## config.mk

```make
export PLATFORM = sky130hd
export DESIGN_NAME = cop_irq_arbiter
export DESIGN_NICKNAME = d
export VERILOG_FILES = /design/src/rtl/cop_irq_pkg.sv /design/src/rtl/cop_w1c_flags.sv /design/src/rtl/cop_irq_pick.sv /design/src/rtl/cop_irq_arbiter.sv
export SDC_FILE = /design/constraint.sdc
export NUM_CORES = 1
export LEC_CHECK = 0
export BUFFER_PORTS_ARGS = -buffer_cell sky130_fd_sc_hd__buf_2
export CORE_ASPECT_RATIO = 1.5
export CORE_MARGIN = 2
export CORE_UTILIZATION = 40
export DETAILED_ROUTE_END_ITERATION = 10
export PLACE_DENSITY = 0.71
export SETUP_SLACK_MARGIN = 0.15
export SYNTH_ARGS = -nofsm -noshare
export SYNTH_HDL_FRONTEND = slang
export SYNTH_HIERARCHICAL = 1
export SYNTH_SLANG_ARGS = --single-unit
```

## constraint.sdc

```tcl
create_clock -name clk -period 2.5 [get_ports clk]
set_clock_uncertainty 0.15 [all_clocks]
set_input_delay 0 -clock clk [delete_from_list [all_inputs] [get_ports clk]]
set_output_delay 0 -clock clk [all_outputs]
set_load 0.01 [all_outputs]
```

## src/rtl/cop_irq_pkg.sv

```systemverilog
package cop_irq_pkg;
  localparam int REG_W    = 8;
  localparam int NMI_BIT  = 4;
  localparam int DMA_BIT  = 5;
  localparam int TMR_BIT  = 6;
  localparam int HOST_BIT = 7;
  localparam int HOLD_A   = 5;
  localparam int HOLD_B   = 6;
  localparam int SRC_W    = 2;

  typedef enum logic [SRC_W-1:0] {
    SRC_NMI  = 2'd0,
    SRC_TMR  = 2'd1,
    SRC_DMA  = 2'd2,
    SRC_HOST = 2'd3
  } src_e;
endpackage

```

## src/rtl/cop_w1c_flags.sv

```systemverilog
module cop_w1c_flags #(
  parameter int W = 8
) (
  input  logic         clk,
  input  logic         rst_n,
  input  logic [W-1:0] set_i,
  input  logic [W-1:0] clr_i,
  output logic [W-1:0] q_o
);
  for (genvar b = 0; b < W; b++) begin : g_bit
    logic bit_q;
    always_ff @(posedge clk) begin
      if (!rst_n)          bit_q <= 1'b0;
      else if (set_i[b])   bit_q <= 1'b1;
      else if (clr_i[b])   bit_q <= 1'b0;
    end
    assign q_o[b] = bit_q;
  end

  a_r9_set_wins: assert property (@(posedge clk) disable iff (!rst_n)
    (set_i != '0) |=> ((q_o & $past(set_i)) == $past(set_i)));
endmodule

```

## src/rtl/cop_irq_pick.sv

```systemverilog
module cop_irq_pick
  import cop_irq_pkg::*;
(
  input  logic             clk,
  input  logic             rst_n,
  input  logic             fetch_i,
  input  logic [REG_W-1:0] ctrl_i,
  input  logic [REG_W-1:0] en_i,
  input  logic [REG_W-1:0] isr_i,
  input  logic             tmr_req_i,
  input  logic             dma_req_i,
  input  logic             irq_dis_i,
  output logic             halt_o,
  output logic             take_o,
  output src_e             src_o,
  output logic [REG_W-1:0] set_mask_o
);
  logic nmi_ok, tmr_ok, dma_ok, host_ok;
  logic unused_bits;

  assign unused_bits = ^{ctrl_i[3:0], en_i[4:0]};
  assign halt_o  = ctrl_i[HOLD_A] | ctrl_i[HOLD_B];
  assign nmi_ok  = ctrl_i[NMI_BIT] & ~isr_i[NMI_BIT];
  assign tmr_ok  = tmr_req_i & en_i[TMR_BIT] & ~isr_i[TMR_BIT];
  assign dma_ok  = dma_req_i & en_i[DMA_BIT] & ~isr_i[DMA_BIT];
  assign host_ok = ctrl_i[HOST_BIT] & en_i[HOST_BIT] & ~isr_i[HOST_BIT];

  always_comb begin
    take_o     = 1'b0;
    src_o      = SRC_NMI;
    set_mask_o = '0;
    if (fetch_i && !halt_o) begin
      if (nmi_ok) begin
        take_o = 1'b1;
        src_o  = SRC_NMI;
        set_mask_o[NMI_BIT] = 1'b1;
      end else if (!irq_dis_i) begin
        if (tmr_ok) begin
          take_o = 1'b1;
          src_o  = SRC_TMR;
          set_mask_o[TMR_BIT] = 1'b1;
        end else if (dma_ok) begin
          take_o = 1'b1;
          src_o  = SRC_DMA;
          set_mask_o[DMA_BIT] = 1'b1;
        end else if (host_ok) begin
          take_o = 1'b1;
          src_o  = SRC_HOST;
          set_mask_o[HOST_BIT] = 1'b1;
        end
      end
    end
  end

  a_r6_single_take: assert property (@(posedge clk) disable iff (!rst_n)
    $countones(set_mask_o) <= 1);
  a_r2_hold_no_take: assert property (@(posedge clk) disable iff (!rst_n)
    halt_o |-> !take_o);
  a_r5_masked_only_nmi: assert property (@(posedge clk) disable iff (!rst_n)
    (take_o && irq_dis_i) |-> (src_o == SRC_NMI));
endmodule

```

## src/rtl/cop_irq_arbiter.sv

```systemverilog
module cop_irq_arbiter
  import cop_irq_pkg::*;
(
  input  logic       clk,
  input  logic       rst_n,
  input  logic       fetch_i,
  input  logic [7:0] ctrl_i,
  input  logic [7:0] en_i,
  input  logic       tmr_req_i,
  input  logic       dma_req_i,
  input  logic       irq_dis_i,
  input  logic       wait_i,
  input  logic [7:0] isr_ack_i,
  input  logic [7:0] sts_clr_i,
  output logic       vec_valid_o,
  output logic [1:0] vec_src_o,
  output logic       vec_nmi_o,
  output logic       vec_irq_o,
  output logic       pc_bump_o,
  output logic       halt_o,
  output logic [7:0] status_o,
  output logic [7:0] in_service_o
);
  logic             take;
  src_e             src;
  logic [REG_W-1:0] set_mask;

  cop_irq_pick u_pick (
    .clk        (clk),
    .rst_n      (rst_n),
    .fetch_i    (fetch_i),
    .ctrl_i     (ctrl_i),
    .en_i       (en_i),
    .isr_i      (in_service_o),
    .tmr_req_i  (tmr_req_i),
    .dma_req_i  (dma_req_i),
    .irq_dis_i  (irq_dis_i),
    .halt_o     (halt_o),
    .take_o     (take),
    .src_o      (src),
    .set_mask_o (set_mask)
  );

  cop_w1c_flags #(.W(REG_W)) u_isr (
    .clk   (clk),
    .rst_n (rst_n),
    .set_i (set_mask),
    .clr_i (isr_ack_i),
    .q_o   (in_service_o)
  );

  cop_w1c_flags #(.W(REG_W)) u_sts (
    .clk   (clk),
    .rst_n (rst_n),
    .set_i (set_mask),
    .clr_i (sts_clr_i),
    .q_o   (status_o)
  );

  always_ff @(posedge clk) begin
    if (!rst_n) begin
      vec_valid_o <= 1'b0;
      vec_src_o   <= '0;
      vec_nmi_o   <= 1'b0;
      vec_irq_o   <= 1'b0;
      pc_bump_o   <= 1'b0;
    end else begin
      vec_valid_o <= take;
      vec_src_o   <= take ? src : '0;
      vec_nmi_o   <= take && (src == SRC_NMI);
      vec_irq_o   <= take && (src != SRC_NMI);
      pc_bump_o   <= take && wait_i;
    end
  end

  a_r10_vec_after_fetch: assert property (@(posedge clk) disable iff (!rst_n)
    vec_valid_o |-> $past(fetch_i));
  a_r8_bump_with_vec: assert property (@(posedge clk) disable iff (!rst_n)
    pc_bump_o |-> (vec_valid_o && $past(wait_i)));
  a_r6_one_select: assert property (@(posedge clk) disable iff (!rst_n)
    vec_valid_o |-> (vec_nmi_o ^ vec_irq_o));
  a_r3_nmi_marked: assert property (@(posedge clk) disable iff (!rst_n)
    (vec_valid_o && vec_nmi_o) |-> (in_service_o[NMI_BIT] && status_o[NMI_BIT]));
  a_r3_nmi_taken: assert property (@(posedge clk) disable iff (!rst_n)
    (fetch_i && !halt_o && ctrl_i[NMI_BIT] && !in_service_o[NMI_BIT])
      |=> (vec_valid_o && vec_nmi_o));
  a_r2_hold_quiet: assert property (@(posedge clk) disable iff (!rst_n)
    halt_o |=> !vec_valid_o);
endmodule

```

==> run_results.csv, run 1 <==
group,metric,value,unit
status,outcome,"complete, but fails checks",
status,violations,"hold timing",
layout,area_delta_synth_final,32.3,%
clock_network,post_cts_buffers,0,
route,via_per_inst,4.28,
synth,avgSynthCellArea,11.0,µm²
sta,setup_violations,0,
route,drt_first_pass_iters,3,
layout,fillers,239,
route,via_count,822,
route,ant_nets,0,
layout,final_nets,196,
route,wl_per_cell,10.7,µm
pwr,power,0.684,mW
pwr,internal_power,0.532,mW
critical_path,crit_fanout,5,
grt,grt_util_all_layers,0.134,
layout,drive_gt1_frac,0.510,
layout,antenna_cells,0,
synth,ys_types,22,
layout,finish.instance_area,0.00149,mm²
die,die_y,69.0,µm
grt,grt_pass1_wl,3080,µm
critical_path,worstSetupEndpointType,"flip-flop",
synth,yosysSeqAreaShare,0.391,
pwr,ir_drop,0.000330,V
pwr,p_seq_frac,0.534,
grt,overflow,0,
synth,syn-instance-count,102,
clock_network,cts_resized,0,
layout,layout_common_cells,"52 x buf_2, 22 x dfxtp_1, 17 x dlygate4sd3_1, 16 x nor2b_4, 16 x o21a_1",
route,drt_iter0_drc,7,
synth,synth_top_area_frac,0.391,
sta,max_freq,0.632,GHz
clock_network,path_clk_slew,70,ps
route,wirelength,2050,µm
sta,rsz0062_at_grt,"false",
clock_network,clock_latency,250,ps
pwr,leakagePower,0.697,nW
pwr,p_per_area,459,mW/mm²
die,dieArea,0.00326,mm²
pwr,switching_share,0.222,
clock_network,clock_sinks,22,
route,drc_errors,0,
layout,layout_commonest_cell,"buf_2",
layout,multiInputGateArea,528,µm²
synth,yosysWarnings,6,
sta,slew_violations,0,
die,fp-row-count,23,
placement,place_area,0.00128,mm²
clock_network,tritoncts,"done",
critical_path,critPathKind,"reg2reg",
placement,placed_cells,172,
layout,regArea,440,µm²
sta,period_minus_slack,1580,ps
synth,yosys-top-cells-area,"dfxtp_1 39%, nor2b_4 20%, buf_4 15%",
critical_path,arrival,1580,ps
synth,yosysTopAreaCell,"dfxtp_1",
layout,utilization,0.557,
grt,antenna_found_initial,0,
min_path,min-delay-path-class,"in2reg",
critical_path,cp-start-kind,"flip-flop",
pwr,clkPwrFrac,0.308,
sta,fin_tns_setup,0,ps
synth,synth_area,0.00113,mm²
clock_network,root_buffer,"clkbuf_8",
clock_network,htreeDepth,1,
die,io-pin-count,62,
die,coreArea,0.00268,mm²
layout,instances_no_fill,192,
placement,io_buffers,52,
die,die_w,47.3,µm
critical_path,crit_required,2500,ps
placement,hpwlAfterDp,1540,µm
placement,finalWeightedCongestion,0.668,
run,max_cap_viol_count,0,
pwr,switchingPower,0.152,mW
die,start_util,0.421,
grt,grt_max_degree,23,
sta,fin_crit_sh,0.633,
sta,hold_violations,1,
grt,grt_pass1_vias,809,
clock_network,cts_buffers,3,
sta,holdWs,-0.644,ps
clock_network,clockBufferDepth,2,
pwr,pwr-share-comb,0.158,
synth,ys_seq_elements,22,
## layer usage
layer | vias to the layer above | GRT usage | wire length (µm)
li1 | 428 | - | -
met1 | 368 | 0.111 | 702
met2 | 24 | 0.270 | 1240
met3 | 2 | 0.0234 | 80
met4 | 0 | 0.0729 | 21
met5 | - | 0 | 0
## what timing repair did
item / CTS / global route
setup endpoints to repair: 0 / 0
hold buffers: 17 / 0
endpoints found under the hold margin: 17 / 0
## worst paths after layout
kind,to,slack (ps),depth (start not counted),start
worst min register to register,u_sts/g_bit[5].bit_q,420,2,u_sts/g_bit[5].bit_q
worst max-delay path,vec_nmi_o,920,4,u_isr/g_bit[4].bit_q
worst max register to register,vec_nmi_o,920,4,u_isr/g_bit[4].bit_q
worst min-delay path,u_sts/g_bit[5].bit_q,-0.6,2,rst_n
## power by group through the flow
stage | combinational [mW] | clock [mW] | sequential (mW)
2_1_floorplan | 0.0610 | 0 | 0.373
3_3_place_gp | 0.0854 | 0 | 0.373
3_5_place_dp | 0.0886 | 0 | 0.374
4_1_cts | 0.109 | 0.222 | 0.365
5_1_grt | 0.119 | 0.234 | 0.366
6_report | 0.108 | 0.211 | 0.365
## critical path, stage by stage (launching register included)
cell and delay (ps):
dfxtp_1 350, nand2b_1 200, or3b_1 410, a21oi_2 150, and4bb_1 220
## flip-flops by register name (all words and copies together) (netlist names)
register / cells
u_isr/g_bit.bit_q: 8
pc_bump_o: 1
vec_irq_o: 1
vec_nmi_o: 1
u_sts/g_bit.bit_q: 8
vec_src_o: 2
vec_valid_o: 1
## final cells by class
cell class	instances	share of cell area
multi-input combinational	60	0.354
timing repair buffer	69	0.289
clock buffer	3	0.0277
sequential	22	0.296
inverter	1	0.00252
tap	37	0.0311
## cells in the mapped netlist (all sizes together)
library cell   n
a31oi          2
and4bb         1
or3b           2
nand3b         2
nor2           5
nand4bb        1
conb           1
and3b          1
nand2          1
inv            1
a21oi          1
o21a          16
and2           1
nand2b         1
or2            1
o211a          1
buf           22
nor2b         16
and3           3
a21o           1
dfxtp         22
## logic make-up (layout without fill, tap and decap cells)
group / after synthesis / in the layout / synth area share
buffers and inverters: 23 / 73 / 0.150
AND/OR/NAND/NOR: 35 / 35 / 0.313
flip-flops: 22 / 22 / 0.391
AO/OA/AOI/OAI: 21 / 21 / 0.142
other: 1 / 4 / 0.00333
## through the flow
step                      hold WS, ps  worst slack [ps]
after floorplan                 -45.6               940
after global placement            105               955
after detailed placement          111               940
after CTS                        4.46               904
after global routing             16.0               811
final                          -0.644               918
Note: power is estimated with default switching activity, not from simulation.
==> run 2: changes to the inputs <==
Clock period 2.5 ns to 1.5 ns, I/O delays scaled along.
==> run_results.csv, run 2 (synthesized netlist as in run 1, its figures left out) <==
group,metric,value,unit
sta,holdWs,14.8,ps
die,die_y,69.0,µm
critical_path,rr_startpoint,"u_isr/g_bit[4].bit_q",
min_path,hold_path_depth,2,
grt,grt_util_all_layers,0.139,
layout,final_nets,201,
grt,met2_usage,0.280,
critical_path,crit_required,1500,ps
route,drt_iter0_drc,0,
die,die_w,47.3,µm
layout,drive_gt1_frac,0.565,
status,outcome,"completed",
critical_path,arrival,1440,ps
die,io-pin-count,62,
pwr,leakagePower,0.734,nW
critical_path,worstSetupEndpointType,"flip-flop",
sta,layout_setup_ws,63.0,ps
grt,grt_max_degree,23,
clock_network,root_buffer,"clkbuf_8",
critical_path,crit_slowest_cell,"or3b_4",
layout,reg_top3,"u_isr/g_bit.bit_q x8, u_sts/g_bit.bit_q x8, vec_src_o x2",
critical_path,critPathKind,"reg2reg",
sta,rsz0062_at_grt,"true",
route,via_per_inst,4.39,
critical_path,crit_fanout,5,
placement,finalWeightedCongestion,0.731,
grt,grt-busiest-layer,"met2",
sta,setup_violations,0,
route,via_count,870,
sta,slew_violations,0,
min_path,min-delay-path-class,"in2reg",
sta,hold_violations,0,
run,max_cap_viol_count,0,
pwr,ir_drop,0.000553,V
layout,antenna_cells,0,
die,fp-row-count,23,
clock_network,htreeDepth,1,
clock_network,cts_buffers,3,
clock_network,clock_latency,250,ps
sta,period_minus_slack,1440,ps
route,wirelength,2210,µm
sta,fin_crit_sh,0.958,
min_path,min_from,"rst_n",
pwr,power,1.22,mW
grt,grt_pass1_vias,888,
critical_path,reg2reg_depth,4,
placement,dpl_worst_slack,-7.76,ps
critical_path,max_stage_delay,400,ps
route,drt_first_pass_iters,1,
grt,grt_util_met3,0.0313,
grt,grt_pass1_wl,3330,µm
layout,layout_common_cells,"52 x buf_2, 21 x dfxtp_1, 17 x dlygate4sd3_1, 16 x nor2b_4, 16 x o21a_1",
grt,antenna_found_initial,0,
sta,fin_tns_setup,0,ps
sta,max_freq,0.696,GHz
clock_network,path_clk_slew,80,ps
clock_network,tritoncts,"done",
die,coreArea,0.00268,mm²
route,ant_nets,0,
grt,overflow,0,
layout,instances_no_fill,198,
critical_path,startpoint,"u_isr/g_bit[4].bit_q",
critical_path,cp-start-kind,"flip-flop",
die,start_util,0.421,
placement,io_buffers,52,
route,wl_per_cell,11.2,µm
placement,placed_cells,173,
route,drc_errors,0,
layout,area_delta_synth_final,41.4,%
clock_network,clock_sinks,22,
placement,hpwlAfterDp,1610,µm
layout,layout_commonest_cell,"buf_2",
die,dieArea,0.00326,mm²
clock_network,clockBufferDepth,2,
critical_path,crit_chain,"nand2b_4 -> or3b_4 -> a21oi_4 -> and4bb_1",
pwr,p_per_area,768,mW/mm²
grt,gr-usage-met1,0.126,
==> run 2: metal layers <==
| metal | routed length (µm) | up-vias |
|---|---|---|
| met3 | 126 | 2 |
| met4 | 9 | 0 |
| met5 | 0 | - |
| li1 | - | 433 |
| met1 | 785 | 400 |
| met2 | 1290 | 35 |
==> run 2: critical path: cells and delay by family (launching register included) <==
kind	cells	cell delay [ps]
AO/OA/AOI/OAI	1	140
flip-flops	1	330
AND/OR/NAND/NOR	3	720
==> run 2: worst paths after layout <==
kind	to	slack [ps]
worst max-delay path	vec_nmi_o	60
worst min-delay path	u_isr/g_bit[4].bit_q	10
worst max register to register	vec_nmi_o	60
worst min register to register	u_sts/g_bit[4].bit_q	420
==> run 2: stage by stage <==
| stage | instance area (µm²) | util |
|---|---|---|
| 3_3_place_gp | 1300 | 0.485 |
| 6_report | 1590 | 0.595 |
| 3_5_place_dp | 1300 | 0.485 |
| 4_1_cts | 1550 | 0.581 |
| 2_1_floorplan | 1150 | - |
| 5_1_grt | 1590 | 0.595 |
==> run 2: layout make-up <==
cell class	count	area [µm²]
Inverter	1	3.75
Sequential cell	22	442
Multi-Input combinational cell	60	578
Fill cell	264	1080
Clock buffer	4	55.1
Tap cell	37	46.3
Timing Repair Buffer	74	468
==> run 2: what timing repair did <==
action	in CTS	in global routing
setup buffers	2	2
pin swaps	1	2
hold buffers	17	0
resized for setup	3	3
setup endpoints to repair	6	11
hold endpoints to repair	17	0
==> run 2: where the power goes <==
part | switching, mW | internal [mW]
registers | 0.00764 | 0.601
clock network | 0.177 | 0.233
logic | 0.0848 | 0.119
total | 0.270 | 0.953
==> run 3: changes to the inputs <==
==> constraint.sdc (replaced) <==
create_clock -name clk -period 1.5 [get_ports clk]
set_clock_uncertainty 0.15 [all_clocks]
set_input_delay 0.15 -clock clk [delete_from_list [all_inputs] [get_ports clk]]
set_output_delay 0.15 -clock clk [all_outputs]
set_load 0.01 [all_outputs]
==> run_results.csv, run 3 (synthesized netlist as in run 1, its figures left out) <==
group,metric,value,unit
route,via_per_inst,4.30,
die,io-pin-count,62,
critical_path,crit_fanout,5,
clock_network,root_buffer,"clkbuf_8",
clock_network,path_clk_slew,80,ps
critical_path,rr_startpoint,"u_isr/g_bit[4].bit_q",
pwr,ir_drop,0.000525,V
critical_path,cp-start-kind,"flip-flop",
layout,final_nets,189,
clock_network,clockBufferDepth,2,
min_path,min_to,"u_isr/g_bit[6].bit_q",
grt,antenna_found_initial,0,
critical_path,max_stage_delay,380,ps
sta,setup_violations,0,
die,fp-row-count,23,
layout,reg_top3,"u_isr/g_bit.bit_q x8, u_sts/g_bit.bit_q x8, vec_src_o x2",
die,die_w,47.3,µm
route,drt_iter0_drc,1,
route,ant_nets,0,
die,start_util,0.421,
critical_path,reg2reg_depth,4,
sta,period_minus_slack,1420,ps
grt,grt_pass1_vias,800,
clock_network,cts_buffers,3,
clock_network,htreeDepth,1,
critical_path,crit_chain,"nand2b_4 -> or3b_4 -> a21oi_2 -> and4bb_1",
clock_network,clock_sinks,22,
sta,max_freq,0.706,GHz
critical_path,crit_required,1510,ps
critical_path,crit_slowest_cell,"or3b_4",
grt,grt_max_degree,23,
status,outcome,"completed",
pwr,p_per_area,817,mW/mm²
clock_network,tritoncts,"done",
min_path,min-delay-path-class,"in2reg",
sta,hold_violations,0,
layout,drive_gt1_frac,0.658,
run,max_cap_viol_count,0,
clock_network,clock_latency,260,ps
critical_path,arrival,1430,ps
layout,layout_commonest_cell,"buf_2",
grt,overflow,0,
sta,slew_violations,0,
placement,hpwlAfterDp,1610,µm
layout,layout_common_cells,"52 x buf_2, 19 x dfxtp_1, 16 x nor2b_4, 16 x o21a_1, 8 x buf_4",
grt,grt_util_all_layers,0.134,
route,drt_first_pass_iters,3,
die,coreArea,0.00268,mm²
layout,finish.instance_area,0.00147,mm²
placement,finalWeightedCongestion,0.757,
sta,fin_crit_sh,0.944,
placement,place_area,0.00137,mm²
pwr,leakagePower,0.686,nW
route,via_count,800,
min_path,hold_path_depth,3,
route,wirelength,1980,µm
placement,placed_cells,178,
critical_path,critPathKind,"reg2reg",
layout,area_delta_synth_final,30.7,%
min_path,min_from,"isr_ack_i[6]",
die,dieArea,0.00326,mm²
route,drc_errors,0,
sta,rsz0062_at_grt,"true",
critical_path,path_buf_inv,0,
layout,instances_no_fill,186,
critical_path,worstSetupEndpointType,"flip-flop",
critical_path,reg2reg_to,"vec_nmi_o",
route,wl_per_cell,10.6,µm
critical_path,r2r_slack,80,ps
critical_path,critical_path.top_delay_family,"simple AND/OR/NAND/NOR gates",
grt,grt_pass1_wl,3080,µm
die,die_y,69.0,µm
placement,io_buffers,52,
layout,antenna_cells,0,
[run 3: power breakdown]
group          internal, mW  switching, mW  total, mW
registers             0.601        0.00742      0.609
logic                0.0982         0.0778      0.176
clock network         0.234          0.183      0.417
total                 0.933          0.268       1.20
[run 3: what timing repair did]
action                     CTS  global route
setup endpoints to repair   10            10
hold buffers                 1             0
buffers inserted             3             0
pin swaps                    1             4
hold endpoints to repair     1             0
resized for setup            2             3
[run 3: how the worst max path moves through the flow]
stage                                     from      endpoint  slack, ps  depth (start not counted)
after floorplan                      ctrl_i[6]     vec_nmi_o        -10                          4
after global placement               ctrl_i[6]     vec_nmi_o       -130                          5
after detailed placement             ctrl_i[6]     vec_nmi_o       -140                          5
after CTS                 u_isr/g_bit[7].bit_q  vec_src_o[0]         80                          5
after global routing      u_isr/g_bit[4].bit_q     vec_nmi_o         40                          4
final                     u_isr/g_bit[4].bit_q     vec_nmi_o         80                          4
[run 3: per-layer routing]
layer / track usage / up-vias / share of wire
met5: 0 / - / 0
met4: 0.0833 / 0 / 0.018
met3: 0.0313 / 4 / 0.079
met2: 0.238 / 37 / 0.54
met1: 0.131 / 350 / 0.36
li1: - / 409 / -
[run 3: worst reg2reg max path: stages (launching register included)]
cell	delay, ps
dfxtp_2	330
nand2b_4	130
or3b_4	380
a21oi_2	130
and4bb_1	190
[run 3: stage by stage]
stage	setup WS (ps)	hold WS (ps)	setup TNS [ps]	total power, mW	utilization
floorplan	-10.6	133	-10.6	0.733	-
global placement	-133	268	-789	0.782	0.511
detailed placement	-144	271	-973	0.788	0.511
CTS	78.5	55.3	0	1.22	0.547
global route	39.3	54.5	0	1.26	0.550
finish	84.3	60.7	0	1.20	0.550
[run 3: final cells by class]
cell class	instances	area, µm²
Multi-Input combinational cell	60	581
Sequential cell	22	444
Clock buffer	4	55.1
Fill cell	255	1200
Tap cell	37	46.3
Timing Repair Buffer	62	342
Inverter	1	3.75
